## src/rtl/scsi_mon_pkg.sv

```systemverilog
`timescale 1ns/1ps
package scsi_mon_pkg;
  localparam int REG_AW = 3;
  localparam int PH_W   = 3;
  localparam logic [REG_AW-1:0] A_LIVE  = 3'd0;
  localparam logic [REG_AW-1:0] A_LATCH = 3'd1;
  localparam logic [REG_AW-1:0] A_MODE  = 3'd2;
  localparam logic [REG_AW-1:0] A_PHASE = 3'd3;
  localparam logic [REG_AW-1:0] A_CLEAR = 3'd4;

  typedef struct packed {
    logic mon_bsy;  // bit 3
    logic eop_ie;   // bit 2
    logic par_ie;   // bit 1
    logic par_chk;  // bit 0
  } mode_t;
endpackage

```

## src/rtl/scsi_mon_sync.sv

```systemverilog
`timescale 1ns/1ps
module scsi_mon_sync #(
  parameter int W = 8
) (
  input  logic         clk,
  input  logic         rst,
  input  logic [W-1:0] d,
  output logic [W-1:0] q
);
  for (genvar i = 0; i < W; i++) begin : g_bit
    logic meta_q, stab_q;
    always_ff @(posedge clk) begin
      if (rst) begin
        meta_q <= 1'b0;
        stab_q <= 1'b0;
      end else begin
        meta_q <= d[i];
        stab_q <= meta_q;
      end
    end
    assign q[i] = stab_q;
  end
endmodule

```

## src/rtl/scsi_mon_parity.sv

```systemverilog
`timescale 1ns/1ps
module scsi_mon_parity #(
  parameter int DW = 8
) (
  input  logic          clk,
  input  logic          rst,
  input  logic          req,
  input  logic          io,
  input  logic [DW-1:0] db,
  input  logic          dbp,
  output logic          bad
);
  logic req_prev_q;

  always_ff @(posedge clk) begin
    if (rst) req_prev_q <= 1'b0;
    else     req_prev_q <= req;
  end

  // odd parity over data plus parity line is the good case
  assign bad = req & ~req_prev_q & io & ~(^{db, dbp});

  AST_PAR_ONE_SHOT: assert property (@(posedge clk) disable iff (rst)
    bad |=> !bad);
endmodule

```

## src/rtl/scsi_mon_flags.sv

```systemverilog
`timescale 1ns/1ps
module scsi_mon_flags
  import scsi_mon_pkg::*;
(
  input  logic  clk,
  input  logic  rst,
  input  mode_t mode,
  input  logic  par_bad,
  input  logic  bsy_lost,
  input  logic  eop_rise,
  input  logic  clr,
  output logic  perr_q,
  output logic  berr_q,
  output logic  intr_q
);
  logic par_set, berr_set, int_set;

  assign par_set  = par_bad & mode.par_chk;
  assign berr_set = bsy_lost & mode.mon_bsy;
  assign int_set  = (par_set & mode.par_ie) | berr_set | (eop_rise & mode.eop_ie);

  always_ff @(posedge clk) begin
    if (rst) begin
      perr_q <= 1'b0;
      berr_q <= 1'b0;
      intr_q <= 1'b0;
    end else begin
      if (par_set)       perr_q <= 1'b1;
      else if (clr)      perr_q <= 1'b0;
      if (berr_set)      berr_q <= 1'b1;
      else if (clr)      berr_q <= 1'b0;
      if (int_set)       intr_q <= 1'b1;
      else if (clr)      intr_q <= 1'b0;
    end
  end

  AST_CLEAR_DROPS_ALL: assert property (@(posedge clk) disable iff (rst)
    (clr && !par_bad && !bsy_lost && !eop_rise) |=> (!perr_q && !berr_q && !intr_q));
  AST_PERR_NEEDS_CHECK: assert property (@(posedge clk) disable iff (rst)
    (!mode.par_chk && !perr_q) |=> !perr_q);
  AST_BERR_NEEDS_MON: assert property (@(posedge clk) disable iff (rst)
    (!mode.mon_bsy && !berr_q) |=> !berr_q);
  AST_INTR_HAS_CAUSE: assert property (@(posedge clk) disable iff (rst)
    (!intr_q && !(par_bad && mode.par_chk && mode.par_ie)
      && !(bsy_lost && mode.mon_bsy) && !(eop_rise && mode.eop_ie)) |=> !intr_q);
endmodule

```

## src/rtl/scsi_phase_monitor.sv

```systemverilog
`timescale 1ns/1ps
module scsi_phase_monitor
  import scsi_mon_pkg::*;
#(
  parameter int DW = 8
) (
  input  logic          clk,
  input  logic          rst,
  input  logic          bus_rst,
  input  logic          bus_bsy,
  input  logic          bus_sel,
  input  logic          bus_req,
  input  logic          bus_ack,
  input  logic          bus_atn,
  input  logic          bus_msg,
  input  logic          bus_cd,
  input  logic          bus_io,
  input  logic [DW-1:0] bus_db,
  input  logic          bus_dbp,
  input  logic          dma_req,
  input  logic          dma_eop,
  input  logic [2:0]    reg_addr,
  input  logic          reg_wr,
  input  logic          reg_rd,
  input  logic [7:0]    reg_wdata,
  output logic [7:0]    reg_rdata,
  output logic [7:0]    live_stat,
  output logic [7:0]    latch_stat,
  output logic          irq
);
  localparam int NCTL = 10;
  localparam int SW   = NCTL + DW;

  logic [SW-1:0] s_all;
  logic s_rst, s_bsy, s_sel, s_req, s_ack, s_atn, s_msg, s_cd, s_io, s_dbp;
  logic [DW-1:0] s_db;

  scsi_mon_sync #(.W(SW)) u_sync (
    .clk (clk),
    .rst (rst),
    .d   ({bus_rst, bus_bsy, bus_sel, bus_req, bus_ack, bus_atn,
           bus_msg, bus_cd, bus_io, bus_dbp, bus_db}),
    .q   (s_all)
  );
  assign {s_rst, s_bsy, s_sel, s_req, s_ack, s_atn,
          s_msg, s_cd, s_io, s_dbp, s_db} = s_all;

  mode_t           mode_q;
  logic [PH_W-1:0] exp_ph_q;
  logic            pm_q, bsy_prev_q, eop_q, eop_prev_q, dreq_q;
  logic            par_bad, bsy_lost, eop_rise, clr;
  logic            perr_q, berr_q, intr_q;
  logic            unused_wdata;

  assign unused_wdata = ^reg_wdata[7:4];

  scsi_mon_parity #(.DW(DW)) u_par (
    .clk (clk), .rst (rst), .req (s_req), .io (s_io),
    .db  (s_db), .dbp (s_dbp), .bad (par_bad)
  );

  assign bsy_lost = bsy_prev_q & ~s_bsy;
  assign eop_rise = eop_q & ~eop_prev_q;
  assign clr      = reg_rd && (reg_addr == A_CLEAR);

  scsi_mon_flags u_flags (
    .clk (clk), .rst (rst), .mode (mode_q),
    .par_bad (par_bad), .bsy_lost (bsy_lost), .eop_rise (eop_rise),
    .clr (clr), .perr_q (perr_q), .berr_q (berr_q), .intr_q (intr_q)
  );

  always_ff @(posedge clk) begin
    if (rst) begin
      mode_q     <= '0;
      exp_ph_q   <= '0;
      pm_q       <= 1'b0;
      bsy_prev_q <= 1'b0;
      eop_q      <= 1'b0;
      eop_prev_q <= 1'b0;
      dreq_q     <= 1'b0;
      live_stat  <= '0;
    end else begin
      if (reg_wr && reg_addr == A_MODE)  mode_q   <= mode_t'(reg_wdata[3:0]);
      if (reg_wr && reg_addr == A_PHASE) exp_ph_q <= reg_wdata[PH_W-1:0];
      pm_q       <= ({s_msg, s_cd, s_io} == exp_ph_q);
      bsy_prev_q <= s_bsy;
      eop_q      <= dma_eop;
      eop_prev_q <= eop_q;
      dreq_q     <= dma_req;
      live_stat  <= {s_rst, s_bsy, s_req, s_msg, s_cd, s_io, s_sel, s_dbp};
    end
  end

  assign latch_stat = {eop_q, dreq_q, perr_q, intr_q, pm_q, berr_q, s_atn, s_ack};
  assign irq        = intr_q;

  always_ff @(posedge clk) begin
    if (rst) begin
      reg_rdata <= '0;
    end else if (reg_rd) begin
      case (reg_addr)
        A_LIVE:           reg_rdata <= live_stat;
        A_LATCH, A_CLEAR: reg_rdata <= latch_stat;
        A_MODE:           reg_rdata <= {4'b0, mode_q};
        A_PHASE:          reg_rdata <= {5'b0, exp_ph_q};
        default:          reg_rdata <= '0;
      endcase
    end
  end

  AST_PHASE_MATCH: assert property (@(posedge clk) disable iff (rst)
    !$past(rst) |-> (pm_q == ({$past(s_msg), $past(s_cd), $past(s_io)} == $past(exp_ph_q))));
  AST_BUSY_LOSS_FLAG: assert property (@(posedge clk) disable iff (rst)
    (bsy_lost && mode_q.mon_bsy) |=> (berr_q && irq));
  AST_EOP_IRQ: assert property (@(posedge clk) disable iff (rst)
    (eop_rise && mode_q.eop_ie) |=> irq);
endmodule

```

## config.mk

```make
export PLATFORM = sky130hd
export DESIGN_NAME = scsi_phase_monitor
export DESIGN_NICKNAME = d
export VERILOG_FILES = /design/src/rtl/scsi_mon_pkg.sv /design/src/rtl/scsi_mon_sync.sv /design/src/rtl/scsi_mon_parity.sv /design/src/rtl/scsi_mon_flags.sv /design/src/rtl/scsi_phase_monitor.sv
export SDC_FILE = /design/constraint.sdc
export NUM_CORES = 1
export LEC_CHECK = 0
export ABC_AREA = 1
export ABC_CLOCK_PERIOD_IN_PS = 1900
export BUFFER_PORTS_ARGS = -buffer_cell sky130_fd_sc_hd__buf_2
export CAP_MARGIN = 30
export CORE_ASPECT_RATIO = 2
export CORE_MARGIN = 5
export CORE_UTILIZATION = 27
export CTS_CLUSTER_SIZE = 16
export DETAILED_ROUTE_END_ITERATION = 8
export SYNTH_ARGS = -nofsm -noshare
export SYNTH_HDL_FRONTEND = slang
export SYNTH_SLANG_ARGS = --single-unit
```

## constraint.sdc

```tcl
create_clock -name clk -period 1.9 [get_ports clk]
set_input_delay 0 -clock clk [delete_from_list [all_inputs] [get_ports clk]]
set_output_delay 0 -clock clk [all_outputs]
set_load 0.03 [all_outputs]
```

# [Yosys cells after proc, flatten, opt, wreduce, memory -nomap -nowiden]
# Index checks and enable logic that the tools add are counted.
[totals] output_inout_bits=25 in_bits=35 register_bits=68
[classes] muxes=5 n_reduce_logical=9 n_eq_ne=5 n_bitwise=15
[op_table] cell="$pmux W8 S4" count=1
[op_table] cell="$and A1 B1 Y1" count=9
[op_table] cell="$reduce_xor A9 Y1" count=1
[op_table] cell="$eq A3 B2 Y1 const B" count=2
[op_table] cell="$reduce_bool A2 Y1" count=3
[op_table] cell="$mux W1" count=4
[op_table] cell="$not A1 Y1" count=4
[op_table] cell="$eq A3 B1 Y1 const B" count=1
[op_table] cell="$eq A3 B3 Y1" count=1
[op_table] cell="$eq A3 B3 Y1 const B" count=1
[op_table] cell="$logic_and A1 B1 Y1" count=3
[op_table] cell="$logic_not A3 Y1" count=1
[op_table] cell="$or A1 B1 Y1" count=2
[op_table] cell="$reduce_or A2 Y1" count=1

# [Logic depth before layout (Yosys ltp)]
# Gate-level depths: netlist of the first run.
[depth] ltp_word=9 ltp_mapped=10 mapped_depth_nobuf=10

# [By module]
# Synthesis of the first run repeated with hierarchy kept, for this count alone.
[hier_totals] cells_unflattened=350 area_unflattened_um2=2736.4
[by_module_without_submodules] mod="scsi_phase_monitor" instances=1 seq_area_each_um2=540.5 cells_each=166 area_each_um2=1231.2
[by_module_without_submodules] mod="scsi_mon_sync" instances=1 seq_area_each_um2=720.7 cells_each=130 area_each_um2=1176.1
[by_module_without_submodules] mod="scsi_mon_parity" instances=1 seq_area_each_um2=20.0 cells_each=37 area_each_um2=200.2
[by_module_without_submodules] mod="scsi_mon_flags" instances=1 seq_area_each_um2=60.1 cells_each=17 area_each_um2=128.9

# [Worst setup path before layout of the first run]
# OpenSTA, ideal clock, no wires.
[synth_timing] path_type="flip-flop to flip-flop" from="register u_sync.g_bit[1].stab_q" to="register u_flags.intr_q" t_arrival_ns=0.941 n_path_buf=0 slack_ns=0.889 path_stages_with_launch=11 path_cell_list="dfxtp_1 -> inv_1 -> nand2_1 -> nand2_1 -> nand2_1 -> nand3_1 -> nand2_1 -> nand2_1 -> nand2_1 -> nand3_1 -> a21oi_1"
[synth_between] elab_chain_cells=8
[synth_rtl] item="start, declared" line_no="scsi_mon_sync.sv:11" rtl="logic meta_q, stab_q;"
[synth_rtl] item="start signal, assigned" line_no="scsi_mon_sync.sv:18" rtl="stab_q <= meta_q;"
[synth_rtl] item="$reduce_xor A9 Y1 (*)" line_no="scsi_mon_parity.sv:21" rtl="assign bad = req & ~req_prev_q & io & ~(^{db, dbp});"
[synth_rtl] item="$not A1 Y1 (*)" line_no="scsi_mon_parity.sv:21"
[synth_rtl] item="$and A1 B1 Y1 (*)" line_no="scsi_mon_parity.sv:21"
[synth_rtl] item="$and A1 B1 Y1 (*)" line_no="scsi_mon_flags.sv:18" rtl="assign par_set = par_bad & mode.par_chk;"
[synth_rtl] item="$and A1 B1 Y1 (*)" line_no="scsi_mon_flags.sv:20" rtl="assign int_set = (par_set & mode.par_ie) | berr_set | (eop_rise & mode.eop_ie);"
[synth_rtl] item="$or A1 B1 Y1 (*) (2 in series)" line_no="scsi_mon_flags.sv:20"
[synth_rtl] item="$mux W1 / $reduce_bool A2 Y1 (equally long branches)"
[synth_rtl] item="end signal, assigned" line_no="scsi_mon_flags.sv:26" rtl="intr_q <= 1'b0;"
[synth_rtl] item="end signal, assigned" line_no="scsi_mon_flags.sv:32" rtl="if (int_set) intr_q <= 1'b1;"
[synth_rtl] item="end signal, assigned" line_no="scsi_mon_flags.sv:33" rtl="else if (clr) intr_q <= 1'b0;"
[synth_rtl] item="end, declared" line_no="scsi_mon_flags.sv:14" rtl="output logic intr_q"
# Every way passes the cells marked *; elsewhere a longest branch is shown, timed or not.
# A chain may end at the register's enable or synchronous reset.

# [Worst setup path after layout of the first run]
[layout_timing] from="input port reg_wr" to="register exp_ph_q[1]"
[layout_between] elab_chain_cells=1
[layout_rtl] item="start, declared" line_no="scsi_phase_monitor.sv:23" rtl="input logic reg_wr,"
[layout_rtl] item="$logic_and A1 B1 Y1" line_no="scsi_phase_monitor.sv:84" rtl="if (reg_wr && reg_addr == A_PHASE) exp_ph_q <= reg_wdata[PH_W-1:0];"
[layout_rtl] item="end signal, assigned" line_no="scsi_phase_monitor.sv:84"
[layout_rtl] item="end, declared" line_no="scsi_phase_monitor.sv:49" rtl="logic [PH_W-1:0] exp_ph_q;"
# No other way between the ends.

==> results of run 1 <==
-- flip-flops by register name, summed over array words and instances, names as in the netlist --
signal               cells
live_stat                8
mode_q                   4
reg_rdata                8
u_sync.g_bit.meta_q     18
dreq_q                   1
u_flags.perr_q           1
u_flags.berr_q           1
u_sync.g_bit.stab_q     18
eop_prev_q               1
exp_ph_q                 3
pm_q                     1
u_flags.intr_q           1
eop_q                    1
-- layout by cell type, fill, tap and decap left out, types with 3 or more instances in the layout --
master | Yosys | layout
dlygate4sd3_1 | 0 | 26
nor2_1 | 56 | 56
o21ai_0 | 10 | 10
clkbuf_16 | 0 | 9
a21oi_1 | 15 | 15
nand2_1 | 67 | 67
buf_2 | 2 | 55
dfxtp_1 | 66 | 66
nand4_1 | 3 | 3
nor3_1 | 3 | 3
nand3_1 | 6 | 6
inv_1 | 64 | 64
inv_2 | 6 | 6
-- kinds of logic after synthesis --
logic type	after synthesis	synth area share (%)
flip-flops	66	54.0
AND/OR/NAND/NOR	138	22.5
AO/OA/AOI/OAI	32	7.21
XOR/XNOR	3	1.07
buffers and inverters	88	15.3
-- metrics by stage --
stage | utilization, % | cells | power [mW]
floorplan | - | 327 | 1.65
global placement | 30.8 | 468 | 1.72
detailed placement | 30.8 | 468 | 1.72
CTS | 37.3 | 510 | 3.55
global route | 37.3 | 510 | 3.66
finish | 37.3 | 510 | 3.50
-- cells in the mapped netlist, drive strengths merged, types with 2 or more instances --
master and number:
o21ai 14, nand4 3, clkbuf 5, xor2 2
nand3 6, inv 70, buf 13, nor3 3
nor2 58, a21oi 15, nand2 67, dfxtp 66
-- power breakdown --
part / total (mW) / internal (mW) / switching [mW]
Clock: 1.77 / 1.18 / 0.584
Combinational: 0.264 / 0.114 / 0.151
Sequential: 1.46 / 1.44 / 0.0246
Total: 3.50 / 2.74 / 0.760
-- worst max path at each step --
stage / cells past startpoint / slack (ns) / start / end
floorplan: 10 / 0.89 / u_sync.g_bit[1].stab_q / u_flags.intr_q
global placement: 10 / 0.76 / u_sync.g_bit[1].stab_q / u_flags.intr_q
detailed placement: 10 / 0.71 / u_sync.g_bit[1].stab_q / u_flags.intr_q
CTS: 10 / 0.69 / u_sync.g_bit[1].stab_q / u_flags.intr_q
global route: 10 / 0.58 / u_sync.g_bit[3].stab_q / u_flags.intr_q
finish: 5 / 0.72 / reg_wr / exp_ph_q[1]
-- routing by layer --
| layer | share of wire (%) | track usage [%] |
|---|---|---|
| met1 | 37 | 9.31 |
| met2 | 54 | 17.7 |
| met5 | 0 | 0 |
| met4 | 4.2 | 8.15 |
| met3 | 5.0 | 2.48 |
-- tightest hold or removal path, delay by kind of cell --
family                 cells  cell delay [ns]
buffers and inverters      1             0.16
AND/OR/NAND/NOR            1             0.08
AO/OA/AOI/OAI              1             0.05
-- layout make-up --
cell class              instances  area share [%]
clock inverters                 6            2.66
inverters                      70            7.86
flip-flops and latches         66            39.5
repair buffers                 83            16.5
multi-input cells             173            22.5
well taps                     102            3.82
clock buffers                  10            7.15
==> metrics.cfg, run 1 <==
[status]
status=complete, no violations

[logic_synthesis]
ys.flop_type=dfxtp_1
ys_warn_count=0
ys_ff_latch=66
synthesis.area_um2=2450
syn_avg_cell_area_um2=7.49
synth_area_leaders=dfxtp_1, nand2_1, inv_1
yosys.area.top_type=dfxtp_1
synth.top_cell.area_share_pct=54.0
yosysSeqAreaShare_pct=54.0
synth_edf_count=0
synthCells=327
synth_cell_types=23
async_flop_share_pct=0
syn_nets=362

[global_route]
grt_start_max_net_pins=24
grt_use_total_pct=9.89
overflow=0
grt_pass1_wl_mm=8.67
grt_pass1_vias=2046
antenna_found_initial=0

[placement]
gp_congestion=0.885
postPlaceCellArea_um2=2760
port_buffers=55
place_ws_ns=0.711
hpwl_mm=4.02

[layout]
drive_gt1_share_pct=20.3
fin_nets=438
seq_area_um2=1320
multi_input_area_um2=753
stdcell_area_um2=3340
fillers=946
layout-area-overhead-vs-synth_pct=36.5
antenna_cells=0

[clock_tree]
cts_root_buf=clkbuf_16
clk_latency_ns=0.32
hold_buffers=26
clock_sinks=66
postCtsSetupRepairBufs=0
cts_resized=0
htree_levels=3
tritoncts=yes
clockBufferDepth=2
path_clk_slew_ns=0.06
numCtsBuffers=9

[critical_path]
critical_path_buf_inv_count=3
ff2ff_setup_slack_ns=0.72
critPathTopFamily=buffers and inverters
path_common_cell=dlygate4sd3_1
slowest_stage=dlygate4sd3_1
critical_path.cell_chain=dlygate4sd3_1 -> buf_2 -> nand3_1 -> dlygate4sd3_1 -> a21oi_1
critPathCaptureType=flip-flop
setup.worst_path.start_class=primary input
reg2reg_from=u_sync.g_bit[1].stab_q
ff2ff_path_depth=10
crit_arrival_ns=1.44
path_class=primary input to flip-flop
r2r_end=u_flags.intr_q
max_stage_delay_ns=0.57
cp_max_fo=3
required_ns=2.15

[power_and_ir_drop]
power.density_nw_per_um2=1050
p_leak_nw=1.59
vdd_drop_max_v=0.000472

[timing]
fmax_mhz=844
maxSlewViolCount=0
setup_viol=0
worst_hold_slack_ns=0.0207
hold_violations=0
worst_pin_slew_ns=0.397
skew_ns=0.00425
max-slew-margin-rel_pct=73.6
grt_setup_unrepaired=no
tns_ns=0
final.setup.worst_slack_ns=0.715
period_needed_ns=1.18
finalCritPeriodShare_pct=62.4

[worst_hold_path]
min_path_type=primary input to flip-flop
min_from=reg_rd
worstHoldPathCells=3
worstHoldEndpoint=reg_rdata[2]

[drt]
post_drt_wl_per_cell_um=10.2
drc_errors=0
first_pass_iters=4
wirelength_mm=5.22
vias_per_cell=4.07
drtIter0Drc=85
vias=2074
final_antenna_net_count=0

[floorplanning]
ioPinCount=60
fp.coreArea_um2=8950
num_rows=49
fp.dieArea_um2=11200
die_w_um=77.3
start_util_pct=27.4
die_h_um=145

[flow_run]
maxCapViolCount=0

Power figures use the tool's default switching activity.
==> run 2, diff against run 1 <==
--- a/config.mk
+++ b/config.mk
@@ -5,8 +5,8 @@
 export SDC_FILE = /design/constraint.sdc
 export NUM_CORES = 1
 export LEC_CHECK = 0
-export ABC_AREA = 1
-export ABC_CLOCK_PERIOD_IN_PS = 1900
+export ABC_AREA = 0
+export ABC_CLOCK_PERIOD_IN_PS = 1100
 export BUFFER_PORTS_ARGS = -buffer_cell sky130_fd_sc_hd__buf_2
 export CAP_MARGIN = 30
 export CORE_ASPECT_RATIO = 2
==> constraint.sdc (replaced) <==
create_clock -name clk -period 1.1 [get_ports clk]
set_input_delay 0 -clock clk [delete_from_list [all_inputs] [get_ports clk]]
set_output_delay 0 -clock clk [all_outputs]
set_load 0.03 [all_outputs]
==> metrics.cfg, run 2 <==
[status]
status=finished with violations
violations=negative setup slack

[global_route]
grt_use_total_pct=9.78
antenna_found_initial=0
grt_pass1_wl_mm=8.22
grt_pass1_vias=1733
overflow=0
grt_start_max_net_pins=16

[clock_tree]
tritoncts=yes
path_clk_slew_ns=0.05
clockBufferDepth=2
htree_levels=3
postCtsSetupRepairBufs=0
clk_latency_ns=0.32
cts_root_buf=clkbuf_16
clock_sinks=66
numCtsBuffers=9

[floorplanning]
ioPinCount=60
die_w_um=76.3
die_h_um=143
fp.coreArea_um2=8650
start_util_pct=27.5
num_rows=48
fp.dieArea_um2=10900

[layout]
final-instance-count-excl-fill=411
fin_nets=342
antenna_cells=0
mostFrequentLayoutCells=dfxtp_1, buf_2, nor2b_1
reg_top3=u_sync.g_bit.meta_q: 18 flops, u_sync.g_bit.stab_q: 18 flops
mostFrequentLayoutCell=dfxtp_1
fillers=872
layout-area-overhead-vs-synth_pct=41.5
drive_gt1_share_pct=33.1

[drt]
first_pass_iters=4
drc_errors=0
drtIter0Drc=34
wirelength_mm=5.14
final_antenna_net_count=0
vias=1746
post_drt_wl_per_cell_um=12.5
vias_per_cell=4.25

[placement]
port_buffers=55
gp_congestion=0.804
dp_cells=372
hpwl_mm=3.91

[critical_path]
cp_max_fo=2
crit_arrival_ns=1.50
critical_path.cell_chain=xnor2_1 -> xnor3_1 -> mux2i_2 -> o22ai_1
critical_path_buf_inv_count=0
setup.worst_path.start_class=flip-flop
required_ns=1.30
path_class=flip-flop to flip-flop
critPathCaptureType=flip-flop
critPathTopFamily=XOR/XNOR gates
max_stage_delay_ns=0.44
slowest_stage=xnor3_1

[logic_synthesis]
synth_area_leaders=dfxtp_1, nor2b_1, mux2i_1
synth_cell_types=34
synthesis.area_um2=2370
ys_ff_latch=66
yosys.area.top_type=dfxtp_1
ys_warn_count=0
synth_edf_count=0
synth.top_cell.area_share_pct=55.6
ys.flop_type=dfxtp_1
syn_nets=255
syn_avg_cell_area_um2=10.8
synthCells=220
synth.most_common_cell=dfxtp_1
yosysSeqAreaShare_pct=55.6
synthTopCellsByCount=dfxtp_1, nor2b_1, nor2_1, buf_4, mux2i_1
async_flop_share_pct=0

[timing]
final.setup.worst_slack_ns=-0.204
worst_hold_slack_ns=0.0203
maxSlewViolCount=0
fmax_mhz=767
finalCritPeriodShare_pct=119
setup_viol=2
hold_violations=0
skew_ns=0.00363
grt_setup_unrepaired=yes
max-slew-margin-rel_pct=75.3
period_needed_ns=1.30
worst_pin_slew_ns=0.369

[power_and_ir_drop]
p_leak_nw=1.49
vdd_drop_max_v=0.000764
power.density_nw_per_um2=1720

[flow_run]
maxCapViolCount=0

[worst_hold_path]
min_path_type=primary input to flip-flop

run 2: cell count changes after synthesis, moves of 8 or more:
cell | previous run | this run
a21oi_1 | 15 | 7
inv_1 | 64 | 0
mux2i_1 | 0 | 10
nand2_1 | 67 | 3
nor2_1 | 56 | 20
nor2b_1 | 0 | 52
o21ai_0 | 10 | 1
run 2: power breakdown:
group	total [mW]	switching [mW]	leakage [nW]	internal, mW
Combinational	0.500	0.235	0.806	0.265
Clock	2.77	0.977	0.140	1.79
Sequential	2.53	0.0389	0.544	2.49
Total	5.79	1.25	1.49	4.54
run 2: repair_timing:
action / in CTS / in global routing
endpoints found under the hold margin: 27 / 0
pin swaps: 3 / 2
endpoints found under the setup margin: 4 / 6
gates resized for setup: 4 / 7
hold buffers: 24 / 0
run 2: final timing paths:
path	startpoint	slack (ns)	end	depth (start not counted)
worst max-delay path	u_sync.g_bit[3].stab_q	-0.20	u_flags.intr_q	4
worst min-delay path	reg_rd	0.02	reg_rdata[2]	2
worst max register to register	u_sync.g_bit[3].stab_q	-0.20	u_flags.intr_q	4
worst min register to register	u_sync.g_bit[15].stab_q	0.43	live_stat[1]	1
run 2: stage by stage:
stage | power [mW] | setup WS [ns] | util (%) | cell area (um2) | setup TNS (ns)
finish | 5.79 | -0.204 | 38.8 | 3360 | -0.405
global route | 6.02 | -0.292 | 38.8 | 3360 | -0.675
CTS | 5.86 | -0.222 | 38.5 | 3330 | -0.458
detailed placement | 3.00 | -0.211 | 32.1 | 2780 | -0.526
global placement | 3.00 | -0.170 | 32.1 | 2780 | -0.399
floorplan | 2.86 | -0.115 | - | 2370 | -0.230
run 2: kinds of logic (layout without fill, tap and decap cells):
group / count (synthesis) / after routing / share of synthesized area (%)
and+or+nand+nor: 86 / 86 / 20.7
xor gates and xnor gates: 9 / 9 / 5.27
muxes: 13 / 13 / 5.64
AOI/OAI and AO/OA: 24 / 24 / 7.01
DFF: 66 / 66 / 55.6
buffers and inverters: 22 / 113 / 5.80
run 2: final cells by class:
cell class / count / area [um2] / share of cell area [%]
well taps: 100 / 125 / 3.72
flip-flops and latches: 66 / 1330 / 39.4
multi-input cells: 132 / 957 / 28.5
clock inverters: 5 / 55.1 / 1.64
repair buffers: 98 / 658 / 19.6
clock buffers: 10 / 239 / 7.11
run 2: layer usage:
layer  global-route usage, %  up-vias  wire (um)
met1                    9.19      796       1900
met5                       0        -          0
met3                    3.03       12        285
met4                    7.00        0        170
li1                        -      891          -
met2                    17.6       47       2790
==> run 3, diff against run 2 <==
--- a/config.mk
+++ b/config.mk
@@ -8,12 +8,12 @@
 export ABC_AREA = 0
 export ABC_CLOCK_PERIOD_IN_PS = 1100
 export BUFFER_PORTS_ARGS = -buffer_cell sky130_fd_sc_hd__buf_2
-export CAP_MARGIN = 30
+export CAP_MARGIN = 20
 export CORE_ASPECT_RATIO = 2
-export CORE_MARGIN = 5
 export CORE_UTILIZATION = 27
 export CTS_CLUSTER_SIZE = 16
 export DETAILED_ROUTE_END_ITERATION = 8
+export HOLD_SLACK_MARGIN = 0.08
 export SYNTH_ARGS = -nofsm -noshare
 export SYNTH_HDL_FRONTEND = slang
 export SYNTH_SLANG_ARGS = --single-unit
==> metrics.cfg, run 3 (synthesized netlist as in run 2, its figures left out) <==
[power_and_ir_drop]
p_leak_nw=1.53
vdd_drop_max_v=0.000811
power.total_mw=6.04
power.density_nw_per_um2=1770

[critical_path]
r2r_end=u_flags.perr_q
crit_arrival_ns=1.49
required_ns=1.29
critical_path_buf_inv_count=0
path_class=flip-flop to flip-flop
slowest_stage=xnor3_1
ff2ff_setup_slack_ns=-0.20
critPathTopFamily=XOR/XNOR gates
critical_path.cell_chain=xnor2_1 -> xnor3_1 -> mux2i_1 -> a21oi_1
setup.worst_path.start_class=flip-flop
max_stage_delay_ns=0.43
reg2reg_from=u_sync.g_bit[6].stab_q
ff2ff_path_depth=4
critPathCaptureType=flip-flop
cp_max_fo=2

[layout]
stdcell_area_um2=3410
drive_gt1_share_pct=32.7
antenna_cells=0
mostFrequentLayoutCells=dfxtp_1, buf_2, nor2b_1
reg_top3=u_sync.g_bit.meta_q: 18 flops, u_sync.g_bit.stab_q: 18 flops
mostFrequentLayoutCell=dfxtp_1
fin_nets=345
layout-area-overhead-vs-synth_pct=43.7
final-instance-count-excl-fill=415

[drt]
first_pass_iters=4
vias_per_cell=4.30
drtIter0Drc=50
final_antenna_net_count=0
post_drt_wl_per_cell_um=12.1
drc_errors=0
vias=1783
wirelength_mm=5.04

[clock_tree]
numCtsBuffers=9
htree_levels=3
clk_latency_ns=0.32
path_clk_slew_ns=0.05
cts_root_buf=clkbuf_16
clockBufferDepth=2
clock_sinks=66
tritoncts=yes
postCtsSetupRepairBufs=0

[floorplanning]
die_h_um=135
fp.coreArea_um2=8590
start_util_pct=27.7
ioPinCount=60
fp.dieArea_um2=9200
num_rows=48
die_w_um=68.3

[timing]
final.setup.worst_slack_ns=-0.204
worst_pin_slew_ns=0.517
fmax_mhz=767
finalCritPeriodShare_pct=119
setup_viol=2
max-slew-margin-rel_pct=65.5
tns_ns=-0.407
skew_ns=0.00283
hold_violations=0
period_needed_ns=1.30
grt_setup_unrepaired=yes
maxSlewViolCount=0

[status]
status=finished with violations
violations=negative setup slack

[global_route]
antenna_found_initial=0
grt_pass1_vias=1727
overflow=0
grt_use_total_pct=11.9
grt_start_max_net_pins=28
grt_pass1_wl_mm=7.77

[placement]
hpwl_mm=3.62
port_buffers=55
postPlaceCellArea_um2=2790
dp_cells=373
gp_congestion=0.741
place_ws_ns=-0.212

[flow_run]
maxCapViolCount=0

[worst_hold_path]
min_path_type=primary input to flip-flop
worstHoldEndpoint=reg_rdata[3]
min_from=reg_addr[2]
worstHoldPathCells=3

## run 3: cell types whose count changed in the layout (fill, tap and decap cells not counted), sizes merged
| cell | change |
|---|---|
| clkinvlp | -1 |
| dlygate4sd3 | +2 |
| bufinv | +1 |
| buf | +1 |
| clkbuf | +1 |
## run 3: worst max path at each step
stage,start,to,slack [ns],cells after the start
3_5_place_dp,u_sync.g_bit[6].stab_q,u_flags.perr_q,-0.21,4
6_report,u_sync.g_bit[6].stab_q,u_flags.perr_q,-0.20,4
4_1_cts,u_sync.g_bit[6].stab_q,u_flags.perr_q,-0.23,4
2_1_floorplan,u_sync.g_bit[6].stab_q,u_flags.intr_q,-0.12,4
3_3_place_gp,u_sync.g_bit[6].stab_q,u_flags.perr_q,-0.19,4
5_1_grt,u_sync.g_bit[6].stab_q,u_flags.perr_q,-0.30,4
## run 3: where the power goes
part	switching, mW	leakage [nW]	internal (mW)
Sequential	0.0395	0.544	2.49
Combinational	0.236	0.828	0.271
Clock	0.973	0.156	2.03
## run 3: area by class of cell
cell class | instances | area, um2
repair buffers | 101 | 686
fillers | 859 | 5170
clock buffers | 11 | 243
flip-flops and latches | 66 | 1330
multi-input cells | 132 | 957
well taps | 100 | 125
clock inverters | 5 | 77.6
## run 3: timing repair
action,4_1_cts,5_1_grt
resized for setup,9,3
pin swaps,4,3
hold buffers,26,0
endpoints found under the setup margin,5,10
endpoints found under the hold margin,28,0
## run 3: worst reg2reg max path, stage by stage, from the launching register on
cell and delay, ns:
dfxtp_1 0.31, xnor2_1 0.15, xnor3_1 0.43, mux2i_1 0.21
a21oi_1 0.08
## run 3: layer usage
layer / track usage, % / share of wire, % / vias up
met5: 0 / 0 / -
met4: 8.22 / 3.0 / 0
met3: 2.62 / 3.7 / 12
met2: 21.8 / 57 / 45
met1: 10.8 / 37 / 833
li1: - / - / 893
## run 3: through the flow
step / hold WS (ns) / util [%]
final: 0.117 / 39.7
after floorplan: 0.128 / -
after detailed placement: 0.212 / 32.5
after CTS: 0.110 / 39.6
after global placement: 0.210 / 32.5
after global routing: 0.158 / 39.7
